**src/rtl/legacy_attr_pkg.sv**
```systemverilog
package legacy_attr_pkg;

  // Width of the attribute byte index (seven bytes)
  localparam int ATTR_IDX_W = 3;

  // Strobes passed from the control to the datapath
  typedef struct packed {
    logic                  wrAttr;   // store cfgData into an attribute byte
    logic                  wrSmram;  // store cfgData into the window control byte
    logic [ATTR_IDX_W-1:0] attrIdx;  // attribute byte being written
    logic                  remap;    // rebuild the routing table this cycle
    logic                  smmState; // registered SMM state used by the rebuild
  } ctlStrobe_t;

endpackage

```
**src/rtl/legacy_attr_ctrl.sv**
```systemverilog
module legacy_attr_ctrl
  import legacy_attr_pkg::*;
#(
  parameter logic [7:0] ATTR_BASE  = 8'h59,
  parameter int         ATTR_BYTES = 7,
  parameter logic [7:0] SMRAM_OFF  = 8'h72
) (
  input  logic       clk,
  input  logic       rstN,
  input  logic       cfgWrEn,
  input  logic [7:0] cfgAddr,
  input  logic       smmActive,
  output ctlStrobe_t strobe
);

  localparam logic [7:0] ATTR_SPAN = 8'(ATTR_BYTES);

  logic [7:0] relOff;
  logic       hitAttr;
  logic       hitSmram;
  logic       smmQ;
  logic       remapQ;

  // Unsigned wrap makes offsets below the base fail the span compare
  assign relOff   = cfgAddr - ATTR_BASE;
  assign hitAttr  = cfgWrEn && (relOff < ATTR_SPAN);
  assign hitSmram = cfgWrEn && (cfgAddr == SMRAM_OFF);

  always_ff @(posedge clk or negedge rstN) begin
    if (!rstN) begin
      smmQ   <= 1'b0;
      remapQ <= 1'b0;
    end else begin
      smmQ   <= smmActive;
      remapQ <= hitAttr || hitSmram || (smmActive != smmQ);
    end
  end

  always_comb begin
    strobe          = '0;
    strobe.wrAttr   = hitAttr;
    strobe.wrSmram  = hitSmram;
    strobe.attrIdx  = relOff[ATTR_IDX_W-1:0];
    strobe.remap    = remapQ;
    strobe.smmState = smmQ;
  end

endmodule

```
**src/rtl/legacy_attr_dp.sv**
```systemverilog
module legacy_attr_dp
  import legacy_attr_pkg::*;
#(
  parameter int         ADDR_W     = 32,
  parameter int         ATTR_BYTES = 7,
  parameter int         NUM_SEG    = 12,
  parameter logic [7:0] SMRAM_RST  = 8'h02
) (
  input  logic              clk,
  input  logic              rstN,
  input  ctlStrobe_t        strobe,
  input  logic [7:0]        cfgData,
  input  logic              reqValid,
  input  logic [ADDR_W-1:0] reqAddr,
  input  logic              reqWrite,
  output logic              rspValid,
  output logic              rspDram
);

  localparam int WIN_TOP_BIT   = 20;  // legacy window lies below 1 MB
  localparam int SEG_LSB       = 14;  // 16 KB segments
  localparam int SEG_IDX_W     = 4;
  localparam int TOP_CODE_LSB  = 4;
  localparam int FORCE_BIT     = 6;
  localparam int SMM_GATE_BIT  = 3;

  logic [ATTR_BYTES-1:0][7:0] attrQ;
  logic [7:0]                 smramQ;

  always_ff @(posedge clk or negedge rstN) begin
    if (!rstN) begin
      attrQ  <= '0;
      smramQ <= SMRAM_RST;
    end else begin
      if (strobe.wrAttr)  attrQ[strobe.attrIdx] <= cfgData;
      if (strobe.wrSmram) smramQ <= cfgData;
    end
  end

  // Next routing table, one read bit and one write bit per region
  logic [NUM_SEG-1:0] segRdNext, segWrNext;
  logic               topRdNext, topWrNext, winNext;

  for (genvar s = 0; s < NUM_SEG; s++) begin : gSeg
    localparam int BYTE_SEL = 1 + s / 2;
    localparam int NIB_LSB  = (s % 2) * 4;
    assign segRdNext[s] = attrQ[BYTE_SEL][NIB_LSB];
    assign segWrNext[s] = attrQ[BYTE_SEL][NIB_LSB+1];
  end

  assign topRdNext = attrQ[0][TOP_CODE_LSB];
  assign topWrNext = attrQ[0][TOP_CODE_LSB+1];
  assign winNext   = smramQ[FORCE_BIT] | (strobe.smmState & smramQ[SMM_GATE_BIT]);

  logic [NUM_SEG-1:0] segRdQ, segWrQ;
  logic               topRdQ, topWrQ, winOpenQ;

  always_ff @(posedge clk or negedge rstN) begin
    if (!rstN) begin
      segRdQ   <= '0;
      segWrQ   <= '0;
      topRdQ   <= 1'b0;
      topWrQ   <= 1'b0;
      winOpenQ <= 1'b0;
    end else if (strobe.remap) begin
      segRdQ   <= segRdNext;
      segWrQ   <= segWrNext;
      topRdQ   <= topRdNext;
      topWrQ   <= topWrNext;
      winOpenQ <= winNext;
    end
  end

  // Lookup decode
  logic                 upperZero, inLegacy, isWin, isTop;
  logic [SEG_IDX_W-1:0] segIdx;
  logic                 hitDram;

  assign upperZero = (reqAddr[ADDR_W-1:WIN_TOP_BIT] == '0);
  assign inLegacy  = reqAddr[19] & (reqAddr[18] | reqAddr[17]);
  assign isWin     = (reqAddr[19:17] == 3'b101);
  assign isTop     = (reqAddr[19:16] == 4'hF);
  assign segIdx    = reqAddr[SEG_LSB+SEG_IDX_W-1:SEG_LSB];

  always_comb begin
    hitDram = 1'b1;
    if (upperZero && inLegacy) begin
      if (isWin)      hitDram = winOpenQ;
      else if (isTop) hitDram = reqWrite ? topWrQ : topRdQ;
      else            hitDram = reqWrite ? segWrQ[segIdx] : segRdQ[segIdx];
    end
  end

  always_ff @(posedge clk or negedge rstN) begin
    if (!rstN) begin
      rspValid <= 1'b0;
      rspDram  <= 1'b0;
    end else begin
      rspValid <= reqValid;
      if (reqValid) rspDram <= hitDram;
    end
  end

endmodule

```
**src/rtl/legacy_attr_decoder.sv**
```systemverilog
module legacy_attr_decoder
  import legacy_attr_pkg::*;
#(
  parameter int         ADDR_W     = 32,
  parameter logic [7:0] ATTR_BASE  = 8'h59,
  parameter int         ATTR_BYTES = 7,
  parameter int         NUM_SEG    = 12,
  parameter logic [7:0] SMRAM_OFF  = 8'h72,
  parameter logic [7:0] SMRAM_RST  = 8'h02
) (
  input  logic              clk,
  input  logic              rstN,
  input  logic              cfgWrEn,
  input  logic [7:0]        cfgAddr,
  input  logic [7:0]        cfgData,
  input  logic              smmActive,
  input  logic              reqValid,
  input  logic [ADDR_W-1:0] reqAddr,
  input  logic              reqWrite,
  output logic              rspValid,
  output logic              rspDram
);

  ctlStrobe_t strobe;

  legacy_attr_ctrl #(
    .ATTR_BASE (ATTR_BASE),
    .ATTR_BYTES(ATTR_BYTES),
    .SMRAM_OFF (SMRAM_OFF)
  ) uCtrl (
    .clk      (clk),
    .rstN     (rstN),
    .cfgWrEn  (cfgWrEn),
    .cfgAddr  (cfgAddr),
    .smmActive(smmActive),
    .strobe   (strobe)
  );

  legacy_attr_dp #(
    .ADDR_W    (ADDR_W),
    .ATTR_BYTES(ATTR_BYTES),
    .NUM_SEG   (NUM_SEG),
    .SMRAM_RST (SMRAM_RST)
  ) uDp (
    .clk     (clk),
    .rstN    (rstN),
    .strobe  (strobe),
    .cfgData (cfgData),
    .reqValid(reqValid),
    .reqAddr (reqAddr),
    .reqWrite(reqWrite),
    .rspValid(rspValid),
    .rspDram (rspDram)
  );

endmodule

```
**config.mk**
```make
export PLATFORM = sky130hd
export DESIGN_NAME = legacy_attr_decoder
export DESIGN_NICKNAME = d
export VERILOG_FILES = /design/src/rtl/legacy_attr_pkg.sv /design/src/rtl/legacy_attr_ctrl.sv /design/src/rtl/legacy_attr_dp.sv /design/src/rtl/legacy_attr_decoder.sv
export SDC_FILE = /design/constraint.sdc
export NUM_CORES = 1
export LEC_CHECK = 0
export BUFFER_PORTS_ARGS = -buffer_cell sky130_fd_sc_hd__buf_2
export CAP_MARGIN = 15
export CORE_MARGIN = 2
export CORE_UTILIZATION = 45
export DETAILED_ROUTE_END_ITERATION = 8
export PLACE_DENSITY = 0.68
export SLEW_MARGIN = 20
export SYNTH_ARGS = -nofsm -noshare
export SYNTH_HDL_FRONTEND = slang
export SYNTH_SLANG_ARGS = --single-unit
```
**constraint.sdc**
```tcl
create_clock -name clk -period 1.8 [get_ports clk]
set_input_delay 0.36 -clock clk [delete_from_list [all_inputs] [get_ports clk]]
set_output_delay 0.36 -clock clk [all_outputs]
set_load 0.01 [all_outputs]
```
# --- After elaboration in Yosys (flattened, before gate mapping) ---
# Cells that the tools add are included.
word_totals:
  word_cells: 49
  memories: 0
  latch_bits: 0
  in_bits: 54
  output_inout_bits: 2
  reg_bits: 94
  ramBits: 0
  mem_bits_ro: 0
op_classes:
  magnitude_cmp: 4
  mux: 12
  shifts: 0
  n_eq_ne: 4
  multipliers: 0
  div: 0
  n_reduce_logical: 7
  addsub: 1
  bitwise_logic: 4
op_table:
  columns: ["operator", "n"]
  rows:
  - ["bitwise mux 56 bit", 1]
  - ["demux 8 bit (select 3 bit)", 1]
  - ["zero test 12 bit", 1]
  - ["binary-select mux 1 bit (select 4 bit)", 2]
  - ["equality test 8 x 7 -> 1 bit (second input constant)", 1]
  - ["less-than comparator 8 x 3 -> 1 bit (second input constant)", 1]
  - ["two-way mux 8 bit", 1]
  - ["subtractor 8 x 7 -> 8 bit (second input constant)", 1]
  - ["two-way mux 1 bit", 7]
  - ["less-than comparator 4 x 5 -> 1 bit (second input constant)", 1]
  - ["equality test 4 bit (second input constant)", 1]
  - ["logical AND 1 bit", 4]
  - ["less-than comparator 3 x 4 -> 1 bit (second input constant)", 1]
  - ["equality test 3 bit (second input constant)", 1]
  - ["greater-or-equal comparator 3 x 1 -> 1 bit (second input constant)", 1]
  - ["bitwise AND 1 bit", 2]
  - ["logical OR 1 bit", 2]
  - ["OR 1 bit", 2]
  - ["inequality test 1 bit", 1]

# --- Depth between registers and ports, before layout ---
# Gate-level depths: netlist (run 1).
logic_depth:
  ltp_word: 6
  mapped_depth: 9

# --- Modules after synthesis ---
# Synthesis (run 1) repeated with hierarchy kept, for this count alone.
hier_totals:
  hier_cells: 183
  area_unflattened_um2: 2675.1
by_module_without_submodules:
  columns: ["module", "instances", "seq_area_each_um2", "area_per_inst_um2", "cells_each"]
  rows:
  - ["legacy_attr_dp", 1, 1426.4, 2462.4, 159]
  - ["legacy_attr_ctrl", 1, 50.0, 212.7, 24]

# --- Worst setup path after synthesis (run 1) ---
# OpenSTA, ideal clock, no wires.
synth_timing:
  kind: "input-to-reg"
  startpoint: "input port cfgAddr[0]"
  endpoint: "register uDp.attrQ[12] in the netlist's numbering"
  setup_time_ns: 0.125
  path_slack_ns: -0.435
  arrival_ns: 2.110
  path_stages: 9
  path_buffers: 1
  cell_sequence: "inv_1 ha_1 nor2b_2 o22ai_1 a21boi_2 o221ai_2 or4_1 buf_2 mux2_4"
synth_via:
  elab_chain_len: 6
synth_rtl:
  columns: ["item", "line", "rtl"]
  rows:
  - ["start, declared", "legacy_attr_decoder.sv:14", "input logic [7:0] cfgAddr,"]
  - ["subtractor 8 x 7 -> 8 bit (*)", "legacy_attr_ctrl.sv:25", "assign relOff = cfgAddr - ATTR_BASE;"]
  - ["less-than comparator 3 x 4 -> 1 bit (not written as such) / greater-or-equal comparator 3 x 1 -> 1 bit (equally long branches)", "legacy_attr_dp.sv:35", "if (strobe.wrAttr) attrQ[strobe.attrIdx] <= cfgData;"]
  - ["logical AND 1 bit (not written as such)", "legacy_attr_dp.sv:35", null]
  - ["two-way mux 8 bit (not written as such)", "legacy_attr_dp.sv:35", null]
  - ["demux 8 bit (select 3 bit)", null, null]
  - ["bitwise mux 56 bit", "legacy_attr_dp.sv:35", null]
  - ["end signal, assigned by index", "legacy_attr_dp.sv:35", null]
  - ["end, declared", "legacy_attr_dp.sv:27", "logic [ATTR_BYTES-1:0][7:0] attrQ;"]
# Every way passes the cells marked *; elsewhere a longest branch is shown, timed or not.
# A chain may end at the register's enable or synchronous reset.

# --- Worst setup path in the final report (run 1) ---
layout_timing:
  startpoint: "input port cfgAddr[0]"
  endpoint: "register uDp.attrQ[24] in the netlist's numbering"
# The elaborated chain is that of the path after synthesis.

==> impl_metrics.tcl, run 1 <==
set metrics [dict create \
    status "finished with violations" \
    violations "setup timing" \
    synth_seq_cells 59 \
    root_buffer "clkbuf_8" \
    cp_num_buf_inv 3 \
    place_hpwl_um 3830 \
    slowest_delay_ns 0.47 \
    cts_max_path_buffers 2 \
    wire_per_inst_um 16.1 \
    clock_latency_ns 0.35 \
    cp_cell_sequence "buf_8, inv_8, ha_4, nor2b_4, o22ai_2, a21boi_2, o221ai_2, buf_4, or4_4, mux2_4" \
    finalCritPeriodShare 1.04 \
    max_cap_viol_count 0 \
    core_region_area_mm2 0.00585 \
    num_rows 28 \
    start_util 0.460 \
    drive_above_1_share 0.576 \
    fin_worst_skew_ns 0.00848 \
    die_x_um 81.3 \
    routed_wl_um 5410 \
    end_kind "register" \
    first_global_vias 1820 \
    areaGrowthSynthToFinish_pct 28.8 \
    die_h_um 81.3 \
    relSlewSlack 0.740 \
    grt-ovfl-total 0 \
    place.gp.congestion 0.722 \
    crit_slowest_cell "or4_4" \
    crit_required_ns 2.03 \
    clk_pin_slew_ns 0.07 \
    port_buffers 39 \
    netlist_area_mm2 0.00269 \
    cp-startpoint "cfgAddr[0]" \
    vias_per_cell 5.34 \
    final-max-slew-violation-count 0 \
    fin_util 0.593 \
    path_max_fanout 4 \
    ys_warn_count 0 \
    h-tree-depth 3 \
    ios 56 \
    worst-slew-pin-transition_ns 0.381 \
    hp-start "smmActive" \
    power.density_mw_per_mm2 896 \
    syn_area_per_cell_um2 14.2 \
    numClockSinks 59 \
    rsz0062_at_grt "true" \
    worstSetupPathType "in2reg" \
    grt_pass1_wl_um 8940 \
    setup_viol 16 \
    initialDrtViolationCount 57 \
    drc_errors 0 \
    synth.area.top_cells "dfrtp_1, mux2_2, mux2_4, mux4_2, mux2i_1" \
    cts_tree "done" \
    crit_arrival_ns 2.11 \
    r2r_start "uDp.segWrQ[7]" \
    dr.pass1.iters 4 \
    layout_setup_ws_ns -0.0781 \
    critPathTopFamily "simple AND/OR/NAND/NOR gates" \
    antenna_found_initial 0 \
    holdWs_ns 0.137 \
    critPathLaunchType "primary input" \
    leakagePower_nw 1.72 \
    die_area_mm2 0.00662 \
    vias 1801 \
    worstHoldPathType "in2reg" \
    synth_top_cell_area_share 0.549 \
    grt_max_degree 40 \
    min_period_ns 1.88 \
    grt.total_usage 0.189 \
    num_antenna_cells 0 \
    vdd_ir_drop_max_mv 0.435 \
    ys_seq_area_frac 0.549 \
    drt.antenna.violating_nets 0 \
    syn_inst 189 \
    synth_fp_nets 246 \
    fmaxAchievable_mhz 532 \
    hold_violations 0 \
    cts_buffers 9 \
    nets 314 \
    synth.largest_area_cell "dfrtp_1" \
    synth_cell_type_count 36 \
]
## path summary, 6_finish.rpt
kind	endpoint	slack, ns	cells past startpoint
max reg2reg	uDp.rspDram	0.31	4
min	uCtrl.smmQ	0.14	1
max in group asynchronous	uDp.segRdQ[4]	0.99	3
max	uDp.attrQ[24]	-0.08	10
min in group asynchronous	uDp.segRdQ[11]	0.37	2
min reg2reg	uDp.segRdQ[8]	0.50	1
## worst register-to-register path, stage by stage (launching register included)
cell and delay, ns:
dfrtp_1 0.38, mux4_2 0.49, mux2i_1 0.20, o311ai_0 0.14, o22a_1 0.18
## sequential cells by signal, indices dropped and copies added, names as in the netlist
| name | cells |
|---|---|
| uDp.attrQ | 26 |
| uDp.segRdQ | 12 |
| uDp.segWrQ | 12 |
| uDp.smramQ | 2 |
| uCtrl.remapQ | 1 |
| uCtrl.smmQ | 1 |
| uDp.rspDram | 1 |
| uDp.rspValid | 1 |
| uDp.topRdQ | 1 |
| uDp.topWrQ | 1 |
| uDp.winOpenQ | 1 |
## placed cells by master (no fill, tap or decap), types with 4 or more instances in the layout
cell type	synthesis	routed
mux4_2	4	4
buf_2	3	37
dfrtp_1	59	59
inv_1	7	5
mux2_4	8	12
clkbuf_8	0	10
mux2_2	47	43
nand2_1	4	4
clkinvlp_4	0	4
mux2i_1	4	4
nor2_1	6	6
a21oi_1	4	4
buf_4	0	22
## per-layer routing
layer	global-route usage	routed length, µm	vias to the layer above
li1	-	-	841
met4	0.105	145	0
met2	0.297	2580	36
met5	0	0	-
met3	0.0400	184	13
met1	0.243	2500	911
## where the power goes
part           switching (mW)  internal (mW)
Clock                   0.548          0.673
Sequential             0.0539           1.43
Combinational           0.174          0.224
Total                   0.775           2.33
## cell type report
class / count / area (µm²)
well taps: 75 / 93.8
flip-flops and latches: 59 / 1480
fillers: 484 / 2380
clock buffers: 10 / 138
inverters: 7 / 46.3
clock inverters: 6 / 65.1
multi-input cells: 116 / 1230
repair buffers: 64 / 422
## logic make-up (layout without fill, tap and decap cells)
| group | Yosys count | count (layout) | synth area share |
|---|---|---|---|
| and+or+nand+nor | 29 | 29 | 0.0665 |
| DFF | 59 | 59 | 0.549 |
| xor gates and xnor gates | 2 | 2 | 0.00651 |
| muxes | 63 | 63 | 0.290 |
| buffers and inverters | 14 | 87 | 0.0209 |
| AOI/OAI and AO/OA | 19 | 19 | 0.0539 |
| adders and majority gates | 3 | 3 | 0.0139 |
## timing repair
action	CTS	global route
endpoints found under the setup margin	16	26
pin swaps	7	3
gates resized for setup	12	4
hold buffers	1	0
endpoints found under the hold margin	4	0
buffers inserted	2	1
## Yosys cell counts
cell	count
a211oi_1	1
mux4_2	4
nand3_1	2
ha_1	3
clkbuf_1	3
nor4b_1	1
nor4b_2	2
a21o_1	1
o21ai_0	2
nor4_1	2
xor2_1	1
mux2_4	8
nand4_1	3
o311ai_0	1
a2bb2oi_1	1
inv_1	7
a21oi_1	4
or3_1	4
dfrtp_1	59
buf_2	3
mux2i_1	4
o221ai_2	1
mux2_2	47
nor2b_1	2
o22a_1	1
o211ai_1	2
or4_1	2
o22ai_1	1
xnor2_1	1
buf_1	1
nand2_1	4
nor2b_2	1
a21boi_2	1
a2111oi_0	1
nor2_1	6
a311oi_1	2
## per-stage QoR
stage | setup slack, ns | setup TNS (ns) | power, mW | cells | instance area (µm²)
global placement | -0.532 | -10.30 | 1.88 | 317 | 3160
global route | -0.188 | -2.62 | 3.24 | 337 | 3470
finish | -0.0781 | -0.759 | 3.11 | 337 | 3470
detailed placement | -0.602 | -11.56 | 1.90 | 317 | 3160
floorplan | -0.309 | -3.49 | 1.72 | 189 | 2750
CTS | -0.0841 | -1.05 | 3.14 | 336 | 3430
Power figures use the tool's default switching activity.
==> run 2: changes to the inputs <==
- BUFFER_PORTS_ARGS: -buffer_cell sky130_fd_sc_hd__buf_2 -> -buffer_cell sky130_fd_sc_hd__clkbuf_2
==> run 2 against run 1 <==
The run still ends with setup timing left. Die area unchanged. Combinational power hardly changed. Final area increased by 0.72%. Clock power about the same. Fmax up 1.1%. Core utilization increased by 0.43 points. Sequential power hardly changed. Hold slack got worse by 0.13 ns. Count of clock-buffer cells in the layout unchanged. Global-route usage shrank 0.15 points.
==> impl_metrics.tcl, run 2 (same netlist as run 1, synthesis figures left out) <==
set metrics [dict create \
    holdWs_ns 0.00569 \
    worst-slew-pin-transition_ns 0.352 \
    grt.total_usage 0.187 \
    final_area_mm2 0.00349 \
    num-fill-cells 468 \
    crit_required_ns 2.04 \
    die_area_mm2 0.00662 \
    wire_per_inst_um 16.2 \
    worstSetupPathType "in2reg" \
    final_common_cell "dfrtp_1" \
    vias 1797 \
    slowest_delay_ns 0.29 \
    clock_latency_ns 0.35 \
    grt_pass1_wl_um 8910 \
    regMostFlops "uDp.attrQ" \
    cts_buffers 9 \
    final-max-slew-violation-count 0 \
    fin_worst_skew_ns 0.00871 \
    cts_max_path_buffers 2 \
    numClockSinks 59 \
    vias_per_cell 5.33 \
    start_util 0.460 \
    power.density_mw_per_mm2 889 \
    areaGrowthSynthToFinish_pct 29.8 \
    layout_setup_ws_ns -0.0581 \
    place.gp.congestion 0.741 \
    post-place-ws_ns -0.589 \
    initialDrtViolationCount 71 \
    hold_violations 0 \
    violations "setup timing" \
    cts_tree "done" \
    max_cap_viol_count 0 \
    critPathLaunchType "primary input" \
    clk_pin_slew_ns 0.07 \
    fmaxAchievable_mhz 538 \
    cp_num_buf_inv 4 \
    routed_wl_um 5480 \
    place_hpwl_um 3990 \
    first_global_vias 1883 \
    drc_errors 0 \
    leakagePower_nw 1.74 \
    num_antenna_cells 0 \
    nets 314 \
    core_region_area_mm2 0.00585 \
    setup_viol 14 \
    status "finished with violations" \
    grt_max_degree 60 \
    end_kind "register" \
    multi_input_area_mm2 0.00124 \
    antenna_found_initial 0 \
    relSlewSlack 0.759 \
    critPathTopFamily "buffers and inverters" \
    ios 56 \
    dr.pass1.iters 4 \
    crit_arrival_ns 2.10 \
    layout_common_cells "dfrtp_1, mux2_2, clkbuf_2, buf_4, mux2_4" \
    path_max_fanout 4 \
    rsz0062_at_grt "true" \
    biggestRegsByFlops "uDp.attrQ x26, uDp.segRdQ x12, uDp.segWrQ x12" \
    die_h_um 81.3 \
    vdd_ir_drop_max_mv 0.463 \
    root_buffer "clkbuf_8" \
    finalCritPeriodShare 1.03 \
    grt-ovfl-total 0 \
    num_rows 28 \
    largest_register_ffs 26 \
    cp_cell_sequence "clkbuf_16, inv_12, ha_4, nor2b_4, o22ai_2, a21boi_2, o221ai_2, buf_4, nor4b_4, buf_6, mux2_4" \
    power_mw 3.11 \
    drive_above_1_share 0.588 \
    drt.antenna.violating_nets 0 \
    min_period_ns 1.86 \
    worstHoldPathType "in2async" \
    crit_slowest_cell "mux2_4" \
    die_x_um 81.3 \
    h-tree-depth 3 \
    placed_area_mm2 0.00319 \
    port_buffers 39 \
    tns_ns -0.400 \
    register_area_mm2 0.00148 \
]
## run 2: final timing paths
check                                   start            end  slack (ns)  cells past startpoint
worst max-delay path               cfgAddr[1]  uDp.attrQ[52]       -0.06                     11
worst min-delay path                     rstN   uDp.rspValid       0.006                      2
worst max register to register  uDp.segWrQ[1]    uDp.rspDram        0.27                      4
worst min register to register  uDp.attrQ[37]  uDp.segWrQ[7]        0.50                      1
max in group asynchronous                rstN  uDp.segWrQ[8]        1.54                      2
min in group clk                    smmActive     uCtrl.smmQ        0.14                      1
## run 2: metrics by stage
stage	utilization	cells
floorplan	-	189
global placement	0.545	320
detailed placement	0.545	320
CTS	0.588	336
global route	0.597	337
finish	0.597	337
## run 2: where the power goes
group	leakage, nW	switching (mW)	internal [mW]
Clock	0.0905	0.539	0.672
Combinational	0.846	0.173	0.227
Sequential	0.799	0.0600	1.43
## run 2: timing repair
action                     CTS  global route
setup buffers                0             1
setup endpoints to repair   21            23
gates resized for setup      9             9
hold buffers                 0             0
pin swaps                    5             3
## run 2: area by class of cell
| cell class | count | area share |
|---|---|---|
| Sequential cell | 59 | 0.423 |
| Multi-Input combinational cell | 116 | 0.357 |
| Timing Repair Buffer | 64 | 0.123 |
| Clock buffer | 10 | 0.0394 |
| Tap cell | 75 | 0.0269 |
| Clock inverter | 6 | 0.0186 |
| Inverter | 7 | 0.0133 |
## run 2: worst reg2reg max path: stages, from the launching register on
cell and delay (ns):
dfrtp_1 0.40, mux4_2 0.48, o211ai_1 0.19, o311ai_0 0.17, o22a_1 0.18
## run 2: routing by layer
metal / GRT usage / up-vias / share of wire
li1: - / 839 / -
met1: 0.225 / 902 / 0.42
met2: 0.316 / 43 / 0.51
met3: 0.0444 / 13 / 0.042
met4: 0.0915 / 0 / 0.027
met5: 0 / - / 0
